`config.mk`:
```
export PLATFORM = sky130hd
export DESIGN_NAME = i2c_addr_dir_tracker
export DESIGN_NICKNAME = d
export VERILOG_FILES = /design/src/rtl/i2c_trk_pkg.sv /design/src/rtl/i2c_trk_datapath.sv /design/src/rtl/i2c_trk_control.sv /design/src/rtl/i2c_addr_dir_tracker.sv
export SDC_FILE = /design/constraint.sdc
export NUM_CORES = 1
export LEC_CHECK = 0
export ABC_AREA = 0
export ABC_CLOCK_PERIOD_IN_PS = 2150
export BUFFER_PORTS_ARGS = -buffer_cell sky130_fd_sc_hd__buf_2
export CORE_MARGIN = 4
export CORE_UTILIZATION = 53
export CTS_CLUSTER_SIZE = 28
export DETAILED_ROUTE_END_ITERATION = 12
export PLACE_DENSITY_LB_ADDON = 0.1
export SYNTH_ARGS = -nofsm -noshare
export SYNTH_HDL_FRONTEND = slang
export SYNTH_SLANG_ARGS = --single-unit
```
`constraint.sdc`:
```
create_clock -name clk -period 2.15 [get_ports clk]
set_clock_uncertainty 0.1 [all_clocks]
set_input_delay 0.645 -clock clk [delete_from_list [all_inputs] [get_ports clk]]
set_output_delay 0.645 -clock clk [all_outputs]
set_load 0.02 [all_outputs]
```
`src/rtl/i2c_trk_pkg.sv`:
```
package i2c_trk_pkg;

  // Bus events decoded by the datapath, consumed by the control.
  typedef struct packed {
    logic start;
    logic stop;
    logic sclRise;
    logic addrDone;        // 8th rising SCL edge of the first byte
    logic lsb;             // SDA value at that edge
    logic addrEq;          // collected address equals the local address
    logic ninthFall;       // falling SCL edge that ends clock 9
    logic firstNinthFall;  // same, for the first byte after a start
  } busEvt_t;

  // Strobes from the control to the datapath.
  typedef struct packed {
    logic flush;           // abandon byte tracking until the next start
  } dpCtl_t;

endpackage

```
`src/rtl/i2c_trk_datapath.sv`:
```
module i2c_trk_datapath
  import i2c_trk_pkg::*;
#(
  parameter int ADDR_W      = 7,
  parameter int SYNC_STAGES = 2,
  parameter int BYTE_BITS   = 8
) (
  input  logic              clk,
  input  logic              rstN,
  input  logic              sclIn,
  input  logic              sdaIn,
  input  logic [ADDR_W-1:0] localAddr,
  input  dpCtl_t            ctl,
  output busEvt_t           evt
);

  localparam int CNT_W = $clog2(BYTE_BITS + 2);
  localparam logic [CNT_W-1:0] ACK_SLOT  = CNT_W'(BYTE_BITS + 1);
  localparam logic [CNT_W-1:0] ADDR_LAST = CNT_W'(ADDR_W);
  localparam logic [CNT_W-1:0] CNT_ONE   = CNT_W'(1);

  logic [SYNC_STAGES-1:0] sclPipe, sdaPipe;
  logic sclPrev, sdaPrev, sclCur, sdaCur;
  logic [CNT_W-1:0]  bitCnt;
  logic              firstByte;
  logic [ADDR_W-1:0] addrShift;

  // Synchronizers reset to the idle (high) bus level.
  always_ff @(posedge clk or negedge rstN) begin
    if (!rstN) begin
      sclPipe <= '1;
      sdaPipe <= '1;
      sclPrev <= 1'b1;
      sdaPrev <= 1'b1;
    end else begin
      sclPipe <= {sclPipe[SYNC_STAGES-2:0], sclIn};
      sdaPipe <= {sdaPipe[SYNC_STAGES-2:0], sdaIn};
      sclPrev <= sclPipe[SYNC_STAGES-1];
      sdaPrev <= sdaPipe[SYNC_STAGES-1];
    end
  end

  assign sclCur = sclPipe[SYNC_STAGES-1];
  assign sdaCur = sdaPipe[SYNC_STAGES-1];

  logic sclFall;
  always_comb begin
    evt.start   = sclPrev && sclCur && sdaPrev && !sdaCur;
    evt.stop    = sclPrev && sclCur && !sdaPrev && sdaCur;
    evt.sclRise = !sclPrev && sclCur;
    sclFall     = sclPrev && !sclCur;
    evt.addrDone       = evt.sclRise && firstByte && (bitCnt == ADDR_LAST);
    evt.lsb            = sdaCur;
    evt.addrEq         = (addrShift == localAddr);
    evt.ninthFall      = sclFall && (bitCnt == ACK_SLOT);
    evt.firstNinthFall = evt.ninthFall && firstByte;
  end

  always_ff @(posedge clk or negedge rstN) begin
    if (!rstN) begin
      bitCnt    <= '0;
      firstByte <= 1'b0;
      addrShift <= '0;
    end else if (ctl.flush || evt.stop) begin
      bitCnt    <= '0;
      firstByte <= 1'b0;
    end else if (evt.start) begin
      bitCnt    <= '0;
      firstByte <= 1'b1;
      addrShift <= '0;
    end else if (evt.sclRise) begin
      bitCnt <= (bitCnt == ACK_SLOT) ? CNT_ONE : bitCnt + CNT_ONE;
      if (firstByte && (bitCnt < ADDR_LAST))
        addrShift <= {addrShift[ADDR_W-2:0], sdaCur};
    end else if (evt.firstNinthFall) begin
      firstByte <= 1'b0;
    end
  end

  // every counted rising edge leaves a non-zero clock count
  a_r1_count_advances: assert property (@(posedge clk) disable iff (!rstN)
    (evt.sclRise && !ctl.flush) |=> (bitCnt != '0));

  // a start always brings the count back to zero
  a_r1_start_clears_count: assert property (@(posedge clk) disable iff (!rstN)
    (evt.start && !ctl.flush) |=> (bitCnt == '0) && firstByte);

endmodule

```
`src/rtl/i2c_trk_control.sv`:
```
module i2c_trk_control
  import i2c_trk_pkg::*;
(
  input  logic    clk,
  input  logic    rstN,
  input  busEvt_t evt,
  input  logic    enable,
  input  logic    isMaster,
  input  logic    extComm,
  input  logic    startGen,
  input  logic    exitReq,
  input  logic    waitRelease,
  input  logic    arbLost,
  input  logic    shiftWrite,
  output dpCtl_t  ctl,
  output logic    addrMatch,
  output logic    txState,
  output logic    sdaDriveEn,
  output logic    sclHold
);

  logic arbPrev, pastFirst;
  logic kill, arbRise, inComm;
  logic matchNext, txNext, pastNext, holdNext;

  always_comb begin
    kill    = !enable || evt.stop || exitReq;
    arbRise = arbLost && !arbPrev;
    ctl.flush = !enable || exitReq;

    matchNext = addrMatch;
    if (kill || evt.start)
      matchNext = 1'b0;
    else if (evt.addrDone && !isMaster && evt.addrEq)
      matchNext = 1'b1;

    inComm = isMaster || extComm || matchNext;

    txNext = txState;
    if (kill || waitRelease || arbRise || !inComm)
      txNext = 1'b0;
    else if (isMaster) begin
      if (startGen)          txNext = 1'b1;
      else if (evt.addrDone) txNext = !evt.lsb;
    end else begin
      if (evt.start)         txNext = 1'b0;
      else if (evt.addrDone) txNext = evt.lsb;
    end

    pastNext = pastFirst;
    if (kill || evt.start)         pastNext = 1'b0;
    else if (evt.firstNinthFall)   pastNext = 1'b1;

    holdNext = sclHold;
    if (kill || evt.start || waitRelease || shiftWrite)
      holdNext = 1'b0;
    else if (evt.ninthFall && inComm)
      holdNext = 1'b1;
  end

  always_ff @(posedge clk or negedge rstN) begin
    if (!rstN) begin
      addrMatch <= 1'b0;
      txState   <= 1'b0;
      pastFirst <= 1'b0;
      sclHold   <= 1'b0;
      arbPrev   <= 1'b0;
    end else begin
      addrMatch <= matchNext;
      txState   <= txNext;
      pastFirst <= pastNext;
      sclHold   <= holdNext;
      arbPrev   <= arbLost;
    end
  end

  assign sdaDriveEn = txState && (isMaster || pastFirst);

  // start or stop on the bus leaves no match
  a_r2_bus_event_clears_match: assert property (@(posedge clk) disable iff (!rstN)
    (evt.start || evt.stop) |=> !addrMatch);

  // the match flag only rises on an address-completion clock
  a_r3_match_on_addr_done: assert property (@(posedge clk) disable iff (!rstN)
    $rose(addrMatch) |-> $past(evt.addrDone));

  // a disabled interface keeps all state clear
  a_r7_disabled_clear: assert property (@(posedge clk) disable iff (!rstN)
    !enable |=> (!addrMatch && !txState && !sclHold));

  // a wait-release strobe drops direction and hold
  a_r8_release_drops: assert property (@(posedge clk) disable iff (!rstN)
    waitRelease |=> (!txState && !sclHold));

  // exit strobe clears both flags
  a_r6_exit_clears: assert property (@(posedge clk) disable iff (!rstN)
    exitReq |=> (!txState && !addrMatch));

  // a hold starts only after a ninth-clock falling edge
  a_r10_hold_after_ninth: assert property (@(posedge clk) disable iff (!rstN)
    $rose(sclHold) |-> $past(evt.ninthFall));

endmodule

```
`src/rtl/i2c_addr_dir_tracker.sv`:
```
module i2c_addr_dir_tracker
  import i2c_trk_pkg::*;
#(
  parameter int ADDR_W      = 7,
  parameter int SYNC_STAGES = 2,
  parameter int BYTE_BITS   = 8
) (
  input  logic              clk,
  input  logic              rstN,
  input  logic              sclIn,
  input  logic              sdaIn,
  input  logic              enable,
  input  logic              isMaster,
  input  logic              extComm,
  input  logic [ADDR_W-1:0] localAddr,
  input  logic              startGen,
  input  logic              exitReq,
  input  logic              waitRelease,
  input  logic              arbLost,
  input  logic              shiftWrite,
  output logic              addrMatch,
  output logic              txState,
  output logic              sdaDriveEn,
  output logic              sclHold
);

  busEvt_t evt;
  dpCtl_t  ctl;

  i2c_trk_datapath #(
    .ADDR_W(ADDR_W), .SYNC_STAGES(SYNC_STAGES), .BYTE_BITS(BYTE_BITS)
  ) u_datapath (
    .clk(clk), .rstN(rstN), .sclIn(sclIn), .sdaIn(sdaIn),
    .localAddr(localAddr), .ctl(ctl), .evt(evt)
  );

  i2c_trk_control u_control (
    .clk(clk), .rstN(rstN), .evt(evt), .enable(enable),
    .isMaster(isMaster), .extComm(extComm), .startGen(startGen),
    .exitReq(exitReq), .waitRelease(waitRelease), .arbLost(arbLost),
    .shiftWrite(shiftWrite), .ctl(ctl), .addrMatch(addrMatch),
    .txState(txState), .sdaDriveEn(sdaDriveEn), .sclHold(sclHold)
  );

endmodule

```
==> results_dict.tcl, run 1 <==
set metrics [dict create \
    antenna_found_initial 0 \
    finalSetupTns_ps 0 \
    synth_top_area_share_pct 37.0 \
    stdcell_area_um2 1330 \
    synth.area.top_cells "dfrtp_1 37%, dfstp_2 14%, xor2_1 6.1%" \
    critPathArrivalTime_ps 1120 \
    start_util_pct 56.9 \
    cp-end-kind "output pin" \
    core_area_um2 2020 \
    clock-sinks 23 \
    syn_area_um2 1150 \
    antenna_left 0 \
    antenna_cells 0 \
    avgSynthCellArea_um2 11.7 \
    postCtsSetupBuffers 0 \
    wire_per_inst_um 14.4 \
    hold_viol 0 \
    r2r_slack_ps 300 \
    htree_levels 1 \
    clk_pin_slew_worst_paths_ps 120 \
    cts_tree "done" \
    gp_congestion 0.778 \
    dp_hpwl_um 1690 \
    area_growth_pct 15.2 \
    synth.ff_latch_count 23 \
    clockBufferDepth 2 \
    async_flop_share_pct 100 \
    outcome "complete, no violations" \
    wl_um 2170 \
    vias 872 \
    grt_overflow 0 \
    grt_pass1_vias 779 \
    grt_max_degree 24 \
    drcViolationCount 0 \
    rsz0062_at_grt "no" \
    layout_common_cells "22 x buf_2, 17 x dfrtp_1, 8 x xor2_1" \
    ys_seq_area_share_pct 50.7 \
    insertion_delay_ps 300 \
    synth_cells 98 \
    die_x_um 54.6 \
    crit_required_ps 1400 \
    fp.dieH_um 54.6 \
    setup_viol 0 \
    slew_headroom_pct 67.2 \
    numCtsBuffers 3 \
    fmax_ghz 0.535 \
    synth_edf_count 0 \
    synth.largest_area_cell "dfrtp_1" \
    placed_cell_area_um2 1300 \
    dieArea_um2 2980 \
    grt_usage_pct 16.6 \
    synth_cell_types 38 \
    cts-root-buf "clkbuf_4" \
    layout.nets 146 \
    p_leak_nw 0.624 \
    layout.cells.most_common "buf_2" \
    fin_crit_sh_pct 86.9 \
    ctsHoldBuffers 0 \
    synth-warning-count 0 \
    io_buffers 22 \
    grt_pass1_wl_um 3490 \
    worstSetupPathType "primary input to output pin" \
    crit_fanout 8 \
    power_density_nw_per_um2 547 \
    slew_violations 0 \
    drt_iter0_drc 12 \
    dr.pass1.iters 4 \
    ir_worst_vdd_uv 479 \
    cp-start-kind "primary input" \
    period_minus_slack_ps 1870 \
    fp-row-count 16 \
    hold_class "primary input to asynchronous set/reset pin" \
    cts_resized 0 \
    maxCapViolCount 0 \
    pin_count 23 \
    drive_gt1_share_pct 30.6 \
    synth_nets 119 \
    tightest_slew_ps 489 \
    vias_per_cell 5.77 \
    synth_ff_type "dfrtp_1" \
]
==> worst paths after layout <==
check                      depth (start not counted)                              from                                   to
setup / recovery                                   3                          isMaster                           sdaDriveEn
hold / removal                                     1                              rstN  u_datapath.addrShift[5]$_DFFE_PN0P_
setup reg to reg                                   5  u_datapath.bitCnt[0]$_DFFE_PN0P_        u_control.txState$_DFFE_PN0P_
hold reg to reg                                    0   u_datapath.sdaPipe[0]$_DFF_PN1_      u_datapath.sdaPipe[1]$_DFF_PN1_
max in group asynchronous                          1                              rstN         u_datapath.sclPrev$_DFF_PN1_
min in group clk                                   0   u_datapath.sdaPipe[0]$_DFF_PN1_      u_datapath.sdaPipe[1]$_DFF_PN1_
==> metal layers <==
| layer | routed length [um] | GRT usage [%] | up-vias |
|---|---|---|---|
| met4 | 10 | 4.98 | 0 |
| li1 | - | - | 418 |
| met5 | 0 | 0 | - |
| met2 | 1050 | 26.2 | 25 |
| met1 | 998 | 22.8 | 427 |
| met3 | 109 | 3.27 | 2 |
==> critical path: stages <==
cell	delay, ps
buf_2	140
o21a_1	180
buf_2	150
==> sequential cells by signal, indices dropped and copies added, names as in the netlist, 2 cells and up <==
name and flops:
u_datapath.sdaPipe 2, u_datapath.addrShift 7, u_datapath.sclPipe 2, u_datapath.bitCnt 4
==> logic make-up after synthesis <==
group / count (synthesis) / share of synthesized area, %
AOI/OAI and AO/OA: 28 / 19.2
xor gates and xnor gates: 8 / 6.09
buffers and inverters: 6 / 1.96
adders and majority gates: 2 / 2.17
DFF: 23 / 50.7
and+or+nand+nor: 30 / 18.6
muxes: 1 / 1.30
==> metrics by stage <==
step	power [W]	hold slack [ps]	setup slack [ps]	util, %	std cells
6_report	0.000725	186	282	65.6	151
2_1_floorplan	0.000504	245	128	-	98
3_5_place_dp	0.000541	248	89.5	64.2	147
3_3_place_gp	0.000538	246	111	64.2	147
4_1_cts	0.000733	197	284	65.6	151
5_1_grt	0.000764	192	194	65.6	151
==> synthesized netlist by cell type, drive strengths merged, types with 2 or more instances <==
library cell,count
nor3,3
nand2,2
a21oi,5
inv,5
nand4b,2
nand2b,3
a21o,2
dfrtp,17
dfstp,6
nor2,4
ha,2
o31ai,2
a2111oi,2
o21ai,4
nor4,2
a22o,6
nor2b,2
nor3b,2
a211oi,2
nand3,2
xor2,8
==> report_power, final <==
group / switching, W / total (W) / internal (W)
combinational: 0.0000344 / 0.0000689 / 0.0000345
sequential: 0.0000143 / 0.000464 / 0.000450
clock: 0.000123 / 0.000192 / 0.0000693
total: 0.000172 / 0.000725 / 0.000553
==> final cells by class <==
| class | count | area (um^2) |
|---|---|---|
| fill | 179 | 696 |
| sequential | 23 | 583 |
| multi-input combinational | 69 | 546 |
| timing repair buffer | 23 | 118 |
| tap | 27 | 33.8 |
| clock buffer | 3 | 22.5 |
| inverter | 5 | 18.8 |
| clock inverter | 1 | 5.00 |
No activity file was read; power rests on OpenSTA's default activity.
==> run 2: changes to the inputs <==
ABC_CLOCK_PERIOD_IN_PS = 1600   (was 2150)
CORE_UTILIZATION = 48   (was 53)
clock period = 1.6 ns   (was 2.15 ns; I/O delays follow)
==> results_dict.tcl, run 2 (synthesis results as in run 1) <==
set metrics [dict create \
    layout.nets 162 \
    fin_crit_sh_pct 107 \
    layout.cells.most_common "buf_2" \
    hold_viol 0 \
    dieArea_um2 3250 \
    power_density_nw_per_um2 659 \
    violations "setup timing" \
    gp_congestion 0.802 \
    grt_pass1_wl_um 4560 \
    grt_pass1_vias 1011 \
    stdcell_count 168 \
    placed_cells 159 \
    crit_fanout 5 \
    critPathArrivalTime_ps 1820 \
    setup_viol 3 \
    drt_iter0_drc 15 \
    cts_tree "done" \
    nFillCells 186 \
    antenna_found_initial 0 \
    vias 924 \
    drcViolationCount 0 \
    p_leak_nw 0.718 \
    period_minus_slack_ps 1710 \
    slew_headroom_pct 65.9 \
    seqCellArea_um2 583 \
    crit_required_ps 1700 \
    clk_pin_slew_worst_paths_ps 120 \
    cp-start-kind "flop" \
    hold_class "primary input to asynchronous set/reset pin" \
    multi_input_area_um2 634 \
    cp-end-kind "flop" \
    grt_usage_pct 18.3 \
    finalSetupTns_ps -217 \
    htree_levels 1 \
    dp_hpwl_um 1850 \
    outcome "finished with violations" \
    wire_per_inst_um 16.1 \
    area_growth_pct 33.9 \
    cpMaxStageDelayCell "dfstp_2" \
    stdcell_area_um2 1540 \
    worstSetupPathType "flop to flop" \
    grt_overflow 0 \
    drive_gt1_share_pct 47.1 \
    largest_register_ff_count 7 \
    numCtsBuffers 3 \
    die_x_um 57.0 \
    io_buffers 22 \
    insertion_delay_ps 310 \
    clock-sinks 23 \
    tightest_slew_ps 511 \
    layout_common_cells "21 x buf_2, 17 x buf_4, 17 x dfrtp_1" \
    regMostFlops "u_datapath.addrShift" \
    pin_count 23 \
    dr.pass1.iters 4 \
    rsz0062_at_grt "yes" \
    slew_violations 0 \
    clockBufferDepth 2 \
    r2r_start "u_datapath.sclPipe[1]$_DFF_PN1_" \
    fmax_ghz 0.584 \
    cts-root-buf "clkbuf_4" \
    core_area_um2 2250 \
    ir_worst_vdd_uv 570 \
    layout_setup_ws_ps -112 \
    reg.largest.list "u_datapath.addrShift (7), u_datapath.bitCnt (4)" \
    maxCapViolCount 0 \
    placed_cell_area_um2 1400 \
    start_util_pct 51.1 \
    fp.dieH_um 57.0 \
    power_w 0.00102 \
    antenna_left 0 \
    final_util_pct 68.4 \
    crit_path_cell_trace "or2b_4 -> o221a_2 -> o31ai_2 -> a21oi_1" \
    slowest_delay_ps 610 \
    fp-row-count 17 \
    vias_per_cell 5.50 \
    startpoint "u_datapath.sclPipe[1]$_DFF_PN1_" \
    grt_max_degree 24 \
    wl_um 2710 \
    antenna_cells 0 \
]
[run 2: metal layers]
metal | GRT usage (%) | wire length, um | up-vias
li1 | - | - | 449
met1 | 22.9 | 1190 | 443
met2 | 28.9 | 1350 | 24
met3 | 3.62 | 83 | 8
met4 | 11.6 | 84 | 0
met5 | 0 | 0 | -
[run 2: power by group]
part	internal, W	switching, W
combinational	0.0000641	0.0000635
sequential	0.000604	0.0000173
clock	0.0000974	0.000169
total	0.000766	0.000250
[run 2: per-stage QoR]
step	hold WS (ps)	worst slack [ps]
2_1_floorplan	84.4	-142
3_3_place_gp	248	-127
3_5_place_dp	250	-166
4_1_cts	25.7	-91.8
5_1_grt	39.6	-165
6_report	19.0	-112
[run 2: what timing repair did]
item                       4_1_cts  5_1_grt
buffers inserted                 2        3
hold buffers                     0        0
cloned                           0        0
setup endpoints to repair       10       17
pin swaps                        4        9
resized for setup                6       13
[run 2: worst paths after layout]
| path | to | slack (ps) | depth (start not counted) |
|---|---|---|---|
| max | u_control.txState$_DFFE_PN0P_ | -110 | 4 |
| min | u_datapath.bitCnt[3]$_DFFE_PN0P_ | 20 | 1 |
| max reg2reg | u_control.txState$_DFFE_PN0P_ | -110 | 4 |
| min reg2reg | u_datapath.sclPipe[1]$_DFF_PN1_ | 270 | 0 |
| max in group asynchronous | u_datapath.sclPipe[1]$_DFF_PN1_ | 1020 | 1 |
| min in group clk | u_datapath.sdaPipe[0]$_DFF_PN1_ | 150 | 1 |
[run 2: layout make-up]
class,count,share of cell area (%)
clock buffers,4,1.70
inverters,5,1.22
multi-input cells,69,41.2
flip-flops and latches,23,37.8
well taps,28,2.27
repair buffers,39,15.8
[run 2: worst max-delay path: cells and delay by family, from the launching register on]
family           cells  cell delay, ps
AO/OA/AOI/OAI        3             560
AND/OR/NAND/NOR      1             330
flip-flops           1             610
